$ cat src/rtl/rtc_pkg.sv
package rtc_pkg;
  localparam logic [7:0] OFS_COUNT   = 8'h00;
  localparam logic [7:0] OFS_ALARM0  = 8'h04;
  localparam logic [7:0] OFS_STATUS  = 8'h08;
  localparam logic [7:0] OFS_DIVIDER = 8'h0C;
  localparam logic [7:0] OFS_ALARM1  = 8'h18;
  localparam logic [7:0] OFS_CLKSEL  = 8'h1C;
  localparam logic [7:0] OFS_SCRATCH = 8'h40;

  localparam int NUM_ALARMS = 2;
  localparam int TICK_FLAG_BIT = 1;
  localparam int TICK_EN_BIT   = 3;
  localparam int CLKSEL_W      = 2;

  // status bit positions of each alarm's flag and enable
  function automatic int alarm_flag_bit(input int idx);
    return (idx == 0) ? 0 : 4;
  endfunction

  function automatic int alarm_en_bit(input int idx);
    return (idx == 0) ? 2 : 6;
  endfunction
endpackage

$ cat src/rtl/rtc_prescaler.sv
module rtc_prescaler #(
  parameter int DIV_W = 16
) (
  input  logic             clk,
  input  logic             rst_n,
  input  logic             src_pulse,
  input  logic [DIV_W-1:0] div,
  input  logic             restart,
  output logic             tick_o
);
  localparam int PH_W = DIV_W + 1;

  // last phase index of a 2*(div+1) long period
  function automatic logic [PH_W-1:0] last_phase(input logic [DIV_W-1:0] d);
    return {d, 1'b1};
  endfunction

  logic [PH_W-1:0] phase;

  assign tick_o = src_pulse && (phase >= last_phase(div));

  always_ff @(posedge clk) begin
    if (!rst_n || restart)
      phase <= '0;
    else if (src_pulse)
      phase <= tick_o ? '0 : phase + PH_W'(1);
  end

  a_r2_restart_quiet: assert property (@(posedge clk) disable iff (!rst_n)
    restart |=> !tick_o);
endmodule

$ cat src/rtl/rtc_counter.sv
module rtc_counter #(
  parameter int CNT_W = 32
) (
  input  logic             clk,
  input  logic             rst_n,
  input  logic             inc_req,
  input  logic             wr_en,
  input  logic [CNT_W-1:0] wr_data,
  output logic [CNT_W-1:0] count_o,
  output logic [CNT_W-1:0] next_o,
  output logic             inc_evt_o
);
  function automatic logic [CNT_W-1:0] step(input logic [CNT_W-1:0] v);
    return v + CNT_W'(1);
  endfunction

  assign next_o    = step(count_o);
  assign inc_evt_o = inc_req && !wr_en;

  always_ff @(posedge clk) begin
    if (!rst_n)
      count_o <= '0;
    else if (wr_en)
      count_o <= wr_data;
    else if (inc_req)
      count_o <= next_o;
  end

  a_r3_write_wins: assert property (@(posedge clk) disable iff (!rst_n)
    wr_en |=> count_o == $past(wr_data));
  a_r4_wrap: assert property (@(posedge clk) disable iff (!rst_n)
    (inc_evt_o && (&count_o)) |=> count_o == '0);
  a_r3_hold: assert property (@(posedge clk) disable iff (!rst_n)
    (!inc_req && !wr_en) |=> $stable(count_o));
endmodule

$ cat src/rtl/rtc_status.sv
module rtc_status
  import rtc_pkg::*;
(
  input  logic                  clk,
  input  logic                  rst_n,
  input  logic                  wr_en,
  input  logic [NUM_ALARMS-1:0] wr_clr_alarm,
  input  logic                  wr_clr_tick,
  input  logic [NUM_ALARMS-1:0] wr_en_alarm,
  input  logic                  wr_en_tick,
  input  logic [NUM_ALARMS-1:0] set_match,
  input  logic                  set_tick,
  output logic [NUM_ALARMS-1:0] flag_alarm,
  output logic                  flag_tick,
  output logic [NUM_ALARMS-1:0] en_alarm,
  output logic                  en_tick,
  output logic                  irq_o
);
  logic [NUM_ALARMS-1:0] alarm_req;

  for (genvar i = 0; i < NUM_ALARMS; i++) begin : g_alarm
    always_ff @(posedge clk) begin
      if (!rst_n) begin
        flag_alarm[i] <= 1'b0;
        en_alarm[i]   <= 1'b0;
      end else begin
        // a set in the same cycle beats a write-1 clear
        flag_alarm[i] <= (set_match[i] && en_alarm[i]) ||
                         (flag_alarm[i] && !(wr_en && wr_clr_alarm[i]));
        if (wr_en) en_alarm[i] <= wr_en_alarm[i];
      end
    end
    assign alarm_req[i] = flag_alarm[i] && en_alarm[i];

    a_r5_alarm_set: assert property (@(posedge clk) disable iff (!rst_n)
      (set_match[i] && en_alarm[i]) |=> flag_alarm[i]);
  end

  always_ff @(posedge clk) begin
    if (!rst_n) begin
      flag_tick <= 1'b0;
      en_tick   <= 1'b0;
    end else begin
      flag_tick <= set_tick || (flag_tick && !(wr_en && wr_clr_tick));
      if (wr_en) en_tick <= wr_en_tick;
    end
  end

  assign irq_o = (|alarm_req) || (flag_tick && en_tick);

  a_r6_tick_set: assert property (@(posedge clk) disable iff (!rst_n)
    set_tick |=> flag_tick);
  a_r7_flag_hold: assert property (@(posedge clk) disable iff (!rst_n)
    (!wr_en && !set_tick) |=> flag_tick == $past(flag_tick));
  a_r8_irq_quiet: assert property (@(posedge clk) disable iff (!rst_n)
    (flag_alarm == '0 && !flag_tick) |-> !irq_o);
endmodule

$ cat src/rtl/rtc_alarm_timer.sv
module rtc_alarm_timer
  import rtc_pkg::*;
#(
  parameter int DIV_W  = 16,
  parameter int ADDR_W = 8
) (
  input  logic              clk,
  input  logic              rst_n,
  input  logic              src_pulse,
  input  logic              bus_wr,
  input  logic [ADDR_W-1:0] bus_addr,
  input  logic [31:0]       bus_wdata,
  output logic [31:0]       bus_rdata,
  output logic              irq
);
  localparam int REG_W = 32;

  function automatic logic hit(input logic [ADDR_W-1:0] a, input logic [7:0] ofs);
    return a == ADDR_W'(ofs);
  endfunction

  logic [DIV_W-1:0]    div_q;
  logic [CLKSEL_W-1:0] clksel_q;
  logic [REG_W-1:0]    scratch_q;
  logic [REG_W-1:0]    alarm_q [NUM_ALARMS];
  logic [REG_W-1:0]    count, count_next;
  logic                tick, inc_evt;
  logic                wr_count, wr_status, wr_div;
  logic [NUM_ALARMS-1:0] match_evt, flag_alarm, en_alarm;
  logic [NUM_ALARMS-1:0] wr_clr_alarm, wr_en_alarm;
  logic                flag_tick, en_tick;
  logic [REG_W-1:0]    status_word;

  assign wr_count  = bus_wr && hit(bus_addr, OFS_COUNT);
  assign wr_status = bus_wr && hit(bus_addr, OFS_STATUS);
  assign wr_div    = bus_wr && hit(bus_addr, OFS_DIVIDER);

  rtc_prescaler #(.DIV_W(DIV_W)) u_presc (
    .clk(clk), .rst_n(rst_n), .src_pulse(src_pulse),
    .div(div_q), .restart(wr_div), .tick_o(tick)
  );

  rtc_counter #(.CNT_W(REG_W)) u_cnt (
    .clk(clk), .rst_n(rst_n), .inc_req(tick), .wr_en(wr_count),
    .wr_data(bus_wdata), .count_o(count), .next_o(count_next),
    .inc_evt_o(inc_evt)
  );

  for (genvar i = 0; i < NUM_ALARMS; i++) begin : g_alarm
    localparam logic [7:0] OFS = (i == 0) ? OFS_ALARM0 : OFS_ALARM1;
    always_ff @(posedge clk) begin
      if (!rst_n)
        alarm_q[i] <= '0;
      else if (bus_wr && hit(bus_addr, OFS))
        alarm_q[i] <= bus_wdata;
    end
    assign match_evt[i]    = inc_evt && (count_next == alarm_q[i]);
    assign wr_clr_alarm[i] = bus_wdata[alarm_flag_bit(i)];
    assign wr_en_alarm[i]  = bus_wdata[alarm_en_bit(i)];
  end

  rtc_status u_stat (
    .clk(clk), .rst_n(rst_n), .wr_en(wr_status),
    .wr_clr_alarm(wr_clr_alarm), .wr_clr_tick(bus_wdata[TICK_FLAG_BIT]),
    .wr_en_alarm(wr_en_alarm), .wr_en_tick(bus_wdata[TICK_EN_BIT]),
    .set_match(match_evt), .set_tick(inc_evt),
    .flag_alarm(flag_alarm), .flag_tick(flag_tick),
    .en_alarm(en_alarm), .en_tick(en_tick), .irq_o(irq)
  );

  always_ff @(posedge clk) begin
    if (!rst_n) begin
      div_q     <= '0;
      clksel_q  <= '0;
      scratch_q <= '0;
    end else if (bus_wr) begin
      if (hit(bus_addr, OFS_DIVIDER)) div_q     <= bus_wdata[DIV_W-1:0];
      if (hit(bus_addr, OFS_CLKSEL))  clksel_q  <= bus_wdata[CLKSEL_W-1:0];
      if (hit(bus_addr, OFS_SCRATCH)) scratch_q <= bus_wdata;
    end
  end

  always_comb begin
    status_word = '0;
    status_word[TICK_FLAG_BIT] = flag_tick;
    status_word[TICK_EN_BIT]   = en_tick;
    for (int i = 0; i < NUM_ALARMS; i++) begin
      status_word[alarm_flag_bit(i)] = flag_alarm[i];
      status_word[alarm_en_bit(i)]   = en_alarm[i];
    end
  end

  always_comb begin
    bus_rdata = '0;
    if      (hit(bus_addr, OFS_COUNT))   bus_rdata = count;
    else if (hit(bus_addr, OFS_ALARM0))  bus_rdata = alarm_q[0];
    else if (hit(bus_addr, OFS_STATUS))  bus_rdata = status_word;
    else if (hit(bus_addr, OFS_DIVIDER)) bus_rdata = REG_W'(div_q);
    else if (hit(bus_addr, OFS_ALARM1))  bus_rdata = alarm_q[1];
    else if (hit(bus_addr, OFS_CLKSEL))  bus_rdata = REG_W'(clksel_q);
    else if (hit(bus_addr, OFS_SCRATCH)) bus_rdata = scratch_q;
  end

  a_r6_step_ticks: assert property (@(posedge clk) disable iff (!rst_n)
    inc_evt |=> status_word[TICK_FLAG_BIT]);
  a_r9_scratch_keep: assert property (@(posedge clk) disable iff (!rst_n)
    !(bus_wr && hit(bus_addr, OFS_SCRATCH)) |=> $stable(scratch_q));
endmodule

$ cat config.mk
export PLATFORM = sky130hd
export DESIGN_NAME = rtc_alarm_timer
export DESIGN_NICKNAME = d
export VERILOG_FILES = /design/src/rtl/rtc_pkg.sv /design/src/rtl/rtc_prescaler.sv /design/src/rtl/rtc_counter.sv /design/src/rtl/rtc_status.sv /design/src/rtl/rtc_alarm_timer.sv
export SDC_FILE = /design/constraint.sdc
export NUM_CORES = 1
export LEC_CHECK = 0
export CAP_MARGIN = 20
export CORE_AREA = 2 2 171 173
export CTS_CLUSTER_DIAMETER = 200
export DETAILED_ROUTE_END_ITERATION = 12
export DIE_AREA = 0 0 173 175
export PLACE_DENSITY_LB_ADDON = 0.25
export SKIP_LAST_GASP = 1
export SLEW_MARGIN = 20
export SYNTH_ARGS = -nofsm -noshare
export SYNTH_HDL_FRONTEND = slang
export SYNTH_SLANG_ARGS = --single-unit
$ cat constraint.sdc
create_clock -name clk -period 3.6 [get_ports clk]
set_clock_uncertainty 0.15 [all_clocks]
set_input_delay 0.36 -clock clk [delete_from_list [all_inputs] [get_ports clk]]
set_output_delay 0.36 -clock clk [all_outputs]
set_load 0.005 [all_outputs]
After elaboration in Yosys (flattened, before gate mapping)
Memory sizes are Yosys's and may differ from the RTL's.
Index checks and enable logic that the tools add are counted.
Cells by class
  $add $sub $neg: 2
  magnitude comparators: 1
  eq/ne operators: 8
  mux-type cells: 19
  bitwise logic cells: 2
  reduce and logical (&&, ||, !) cells: 36
Operators by type and width (count)
  $mux 32: 11
  $eq 32x32->1: 2
  $add 32x1->32 const B: 1
  $logic_and 1x1->1: 20
  $add 17x1->17 const B: 1
  $ge 17x17->1: 1
  $mux 17: 1
  $eq 8x4->1 const B: 2
  $eq 8x5->1 const B: 2
  $eq 8x3->1 const B: 1
  $eq 8x7->1 const B: 1
  $logic_not 8->1: 1
  $mux 1: 7
  $reduce_and 2->1: 3
  $logic_not 1->1: 5
  $logic_or 1x1->1: 5
  $or 1x1->1: 2
  $reduce_bool 2->1: 1
  $reduce_or 2->1: 1
Word-level totals
  register bits after elaboration: 105
  RAM bits: 64
  input bits: 44
  output and inout bits: 33
  word-level logic and storage cells: 80
  memories: 1
Memory list
  alarm_q: depth 2, bits a word 32, read ports 2, clocked after Yosys merged registers in 0, write ports 2, line rtc_alarm_timer.sv:25  | logic [REG_W-1:0] alarm_q [NUM_ALARMS];

Longest topological paths before layout
  depth after elaboration: 8
  depth in mapped cells: 11
  mapped depth without buffers: 10

Hierarchy
A second synthesis with hierarchy kept.
Second synthesis, totals
  cells, all modules: 1159
  area total of the unflattened synthesis: 10234.8 sq um
Modules (own cells, without submodules)
  rtc_alarm_timer: times used 1, cells an instance 661, area each 6308.6 sq um, seq. area each 2922.8 sq um
  rtc_counter: times used 1, cells an instance 326, area each 2428.6 sq um, seq. area each 640.6 sq um
  rtc_prescaler: times used 1, cells an instance 148, area each 1255.0 sq um, seq. area each 340.3 sq um
  rtc_status: times used 1, cells an instance 24, area each 242.7 sq um, seq. area each 120.1 sq um

Worst setup path after synthesis
OpenSTA, ideal clock, no wires.
  kind: input to register
  start point: in bus_addr[1]
  end point: mem alarm_q[0][0] (enable)
  library setup time: 0.389 ns
  arrival time: 2.550 ns
  data required time: 3.061 ns
  path slack: 0.511 ns
  stages: 7
  path buffers: 2
  cell sequence: or4_1 > nor3_2 > and2_1 > buf_2 > clkbuf_1 > nand2_1 > nand2_1
RTL lines
  from (decl): line rtc_alarm_timer.sv:11  | input logic [ADDR_W-1:0] bus_addr,
  to (decl): line rtc_alarm_timer.sv:25

Worst setup path after layout
  start point: in bus_addr[1]
  end point: out bus_rdata[20]
Between the ends
  longest elaborated chain between the ends: 8
  elaborated cells on any way between the ends: 14
  classes of those cells: eq/ne: 6; mux: 7; reduce/logical: 1
RTL lines
  $eq 8x7->1: line rtc_alarm_timer.sv:19  | return a == ADDR_W'(ofs);
  $mux 32: line rtc_alarm_timer.sv:101  | else if (hit(bus_addr, OFS_SCRATCH)) bus_rdata = scratch_q;
  $mux 32: line rtc_alarm_timer.sv:100  | else if (hit(bus_addr, OFS_CLKSEL)) bus_rdata = REG_W'(clksel_q);
  $mux 32: line rtc_alarm_timer.sv:99  | else if (hit(bus_addr, OFS_ALARM1)) bus_rdata = alarm_q[1];
  $mux 32: line rtc_alarm_timer.sv:98  | else if (hit(bus_addr, OFS_DIVIDER)) bus_rdata = REG_W'(div_q);
  $mux 32: line rtc_alarm_timer.sv:97  | else if (hit(bus_addr, OFS_STATUS)) bus_rdata = status_word;
  $mux 32: line rtc_alarm_timer.sv:96  | else if (hit(bus_addr, OFS_ALARM0)) bus_rdata = alarm_q[0];
  $mux 32 (*): line rtc_alarm_timer.sv:95  | if (hit(bus_addr, OFS_COUNT)) bus_rdata = count;
  to (decl): line rtc_alarm_timer.sv:13  | output logic [31:0] bus_rdata,
Every way passes the cells marked *; elsewhere a longest branch is shown, timed or not.

==> results by group <==
Die
  • Die width: 173 um
  • # IOs: 77
  • Die Area: 30300 um2
  • Row count: 62
  • Initial Util: 0.368
  • Die height: 175 um
  • Core Region: 28400 um2

Synthesis
  • Synthesized area: 10400 um2
  • Avg Inst Size Synth: 8.71 um2
  • Seq/Total Area, Yosys: 0.386
  • EDFF count, synth: 64
  • Syn nets: 1260
  • Register bit total from synthesis: 169
  • Main flop type after synthesis: dfxtp_1
  • Most frequent cells after synthesis: 181 x nand2_1, 105 x dfxtp_1, 74 x and2_1, 64 x edfxtp_1, 63 x xnor2_1
  • Area leader, netlist: dfxtp_1
  • Most common cell in the netlist: nand2_1
  • Yosys warnings: 0
  • Number of library cell types mapped by synthesis: 79
  • Dominant cells by area after synthesis: dfxtp_1 20%, edfxtp_1 18%, nand2_1 6.5%, xnor2_1 5.3%, xor2_1 5.1%
  • Area share of the largest cell type after synthesis: 0.201
  • Ys async rst share: 0
  • Cells after Synth: 1198

Detailed routing
  • Antenna viol nets, final: 0
  • Post-route DRC: 0
  • Total wire length: 32800 um
  • Drt wl/cell: 19.8 um
  • DR pass1 iterations: 6
  • First DRT Iteration DRCs: 897
  • Vias per cell: 5.49
  • DR vias: 9088

Clock network
  • Postcts setup bufs: 0
  • Worst-skew pair later-pin latency: 0.43 ns
  • CTS tree: built
  • Resized Gates After CTS: 0
  • Post-cts hold buffer count: 0
  • Root Driver: clkbuf_16
  • # clock sinks: 169
  • CTS Buf Count: 17
  • Max Root-Sink Buffers: 2
  • H-tree depth: 4
  • Reg clk slew, reported paths: 0.07 ns

STA
  • Setup TNS: 0 ns
  • Setup violators final: 0
  • Tmin final: 3.40 ns
  • PnR worst setup slack: 0.196 ns
  • RSZ-0062 raised after global routing: no
  • Final Hold Vio Count: 0
  • Max-slew headroom: 0.527
  • Worst slew pin tran: 0.710 ns
  • Period utilization: 0.945
  • WHS: 0.316 ns
  • Max Freq: 294 MHz
  • Slew Limit Fails: 0

Setup path
  • Top Family by Delay on Critical Path: buffers and inverters
  • R2R Path End: u_stat.flag_alarm[0]
  • Crit path cell chain: clkdlybuf4s50_1 -> or4_1 -> nor3_2 -> and2_1 -> buf_4 -> buf_4 -> a22oi_1 -> nand2_1 -> clkdlybuf4s50_1
  • Worst EP required: 3.09 ns
  • CP Max Fanout: 10
  • Slowest cell on the critical path: or4_1
  • R2R depth: 8
  • Crit end category: output port
  • R2r startpoint: u_cnt.count_o[5]
  • Critical path depth: 9
  • Crit path launch type: input port
  • WS Path Type: input port to output port
  • FF-to-FF setup slack: 0.29 ns
  • CP Data Arrival Time: 2.89 ns
  • Slowest Stage Delay on Critical Path: 0.60 ns
  • Worst Path Buf+Inv: 4

Placement
  • Cells after DPL: 1624
  • Dpl ws: 0.208 ns
  • Post-place instance area: 11800 um2
  • Post-DP HPWL: 23900 um
  • Number of port buffers: 76
  • Global placer's final weighted congestion: 0.937

Cells and area
  • Layout Nets: 1321
  • # fillers: 2838
  • Design area: 12400 um2
  • Post-Layout Cell Count: 1656
  • Layout cells sized above 1: 0.0943
  • Area Overhead vs Synth: 18.4%
  • FF/Latch Area: 4020 um2
  • Antenna Cells: 0
  • Area of the multi-input gates: 5900 um2

Global routing
  • Initial antenna violation count: 0
  • GR Overflow Total: 0
  • Vias in the first global route: 8762
  • Total GRT Usage: 0.218
  • First-pass GRT wire length: 51800 um
  • Pin count of the biggest net entering global routing: 59

Hold path
  • Hold path startpoint: scratch_q[31]
  • HP Class: flip-flop to flip-flop
  • Min-Delay Endpoint: scratch_q[31]
  • Hold-critical path depth: 2

Job
  • Max-cap violations: 0

Status
  • Outcome: completed

Pwr
  • P_leak: 4.32 nW
  • Worst vdd ir: 0.224 mV
  • Power per cell area: 347 nW/um2
## cells by family (layout without fill, tap and decap cells)
group,count (synthesis),count (layout),share of synthesized area
compound gates,267,267,0.172
buf+inv,121,195,0.0502
flops,169,169,0.386
mux,24,24,0.0248
fa+ha+maj,18,18,0.0216
xor+xnor,125,125,0.106
simple gates,474,474,0.240
## metrics by stage
stage / power [mW] / util
global placement: 2.47 / 0.414
global route: 4.42 / 0.435
floorplan: 2.28 / -
CTS: 4.31 / 0.435
finish: 4.29 / 0.435
detailed placement: 2.47 / 0.414
## area by class of cell
class | count | share of cell area
clock inverters | 7 | 0.00405
multi-input cells | 908 | 0.477
flip-flops and latches | 169 | 0.326
repair buffers | 129 | 0.0994
well taps | 384 | 0.0389
clock buffers | 25 | 0.0443
inverters | 34 | 0.0103
## tightest hold or removal path, delay by kind of cell, from the launching register on
kind / cells / cell delay (ns)
AOI/OAI and AO/OA: 1 / 0.06
DFF: 1 / 0.31
and+or+nand+nor: 1 / 0.05
## worst max path at each step
stage | startpoint | endpoint | slack (ns)
3_3_place_gp | bus_addr[1] | bus_rdata[20] | 0.22
3_5_place_dp | bus_addr[1] | bus_rdata[20] | 0.21
5_1_grt | bus_addr[1] | bus_rdata[17] | 0.003
6_report | bus_addr[1] | bus_rdata[20] | 0.20
2_1_floorplan | bus_addr[1] | alarm_q[0][0] | 0.51
4_1_cts | bus_addr[1] | bus_rdata[20] | 0.20
## state kept, by name, summed over array words and instances (netlist names)
register,cells
alarm_q,64
clksel_q,2
div_q,16
scratch_q,32
u_cnt.count_o,32
u_presc.phase,17
u_stat.en_alarm,2
u_stat.en_tick,1
u_stat.flag_alarm,2
u_stat.flag_tick,1
## routing by layer
| layer | share of wire | up-vias | track usage |
|---|---|---|---|
| met5 | 0 | - | 0 |
| met4 | 0.015 | 0 | 0.0569 |
| met3 | 0.053 | 38 | 0.0270 |
| met2 | 0.45 | 326 | 0.339 |
| met1 | 0.48 | 4358 | 0.319 |
| li1 | - | 4366 | - |
## power by group
part | internal [mW] | switching [mW]
Clock | 1.07 | 0.800
Combinational | 0.151 | 0.198
Sequential | 2.03 | 0.0510
## cells in the final DEF, fill, tap and decap left out, types with 51 or more instances in the layout
cell and n:
a21boi_0 51, a21oi_1 62, and2_1 75, clkdlybuf4s50_1 75, dfxtp_1 105, edfxtp_1 64
nand2_1 181, nor2_1 55, o21ai_0 62, xnor2_1 63, xor2_1 61
(Power assumes the default switching activity.)
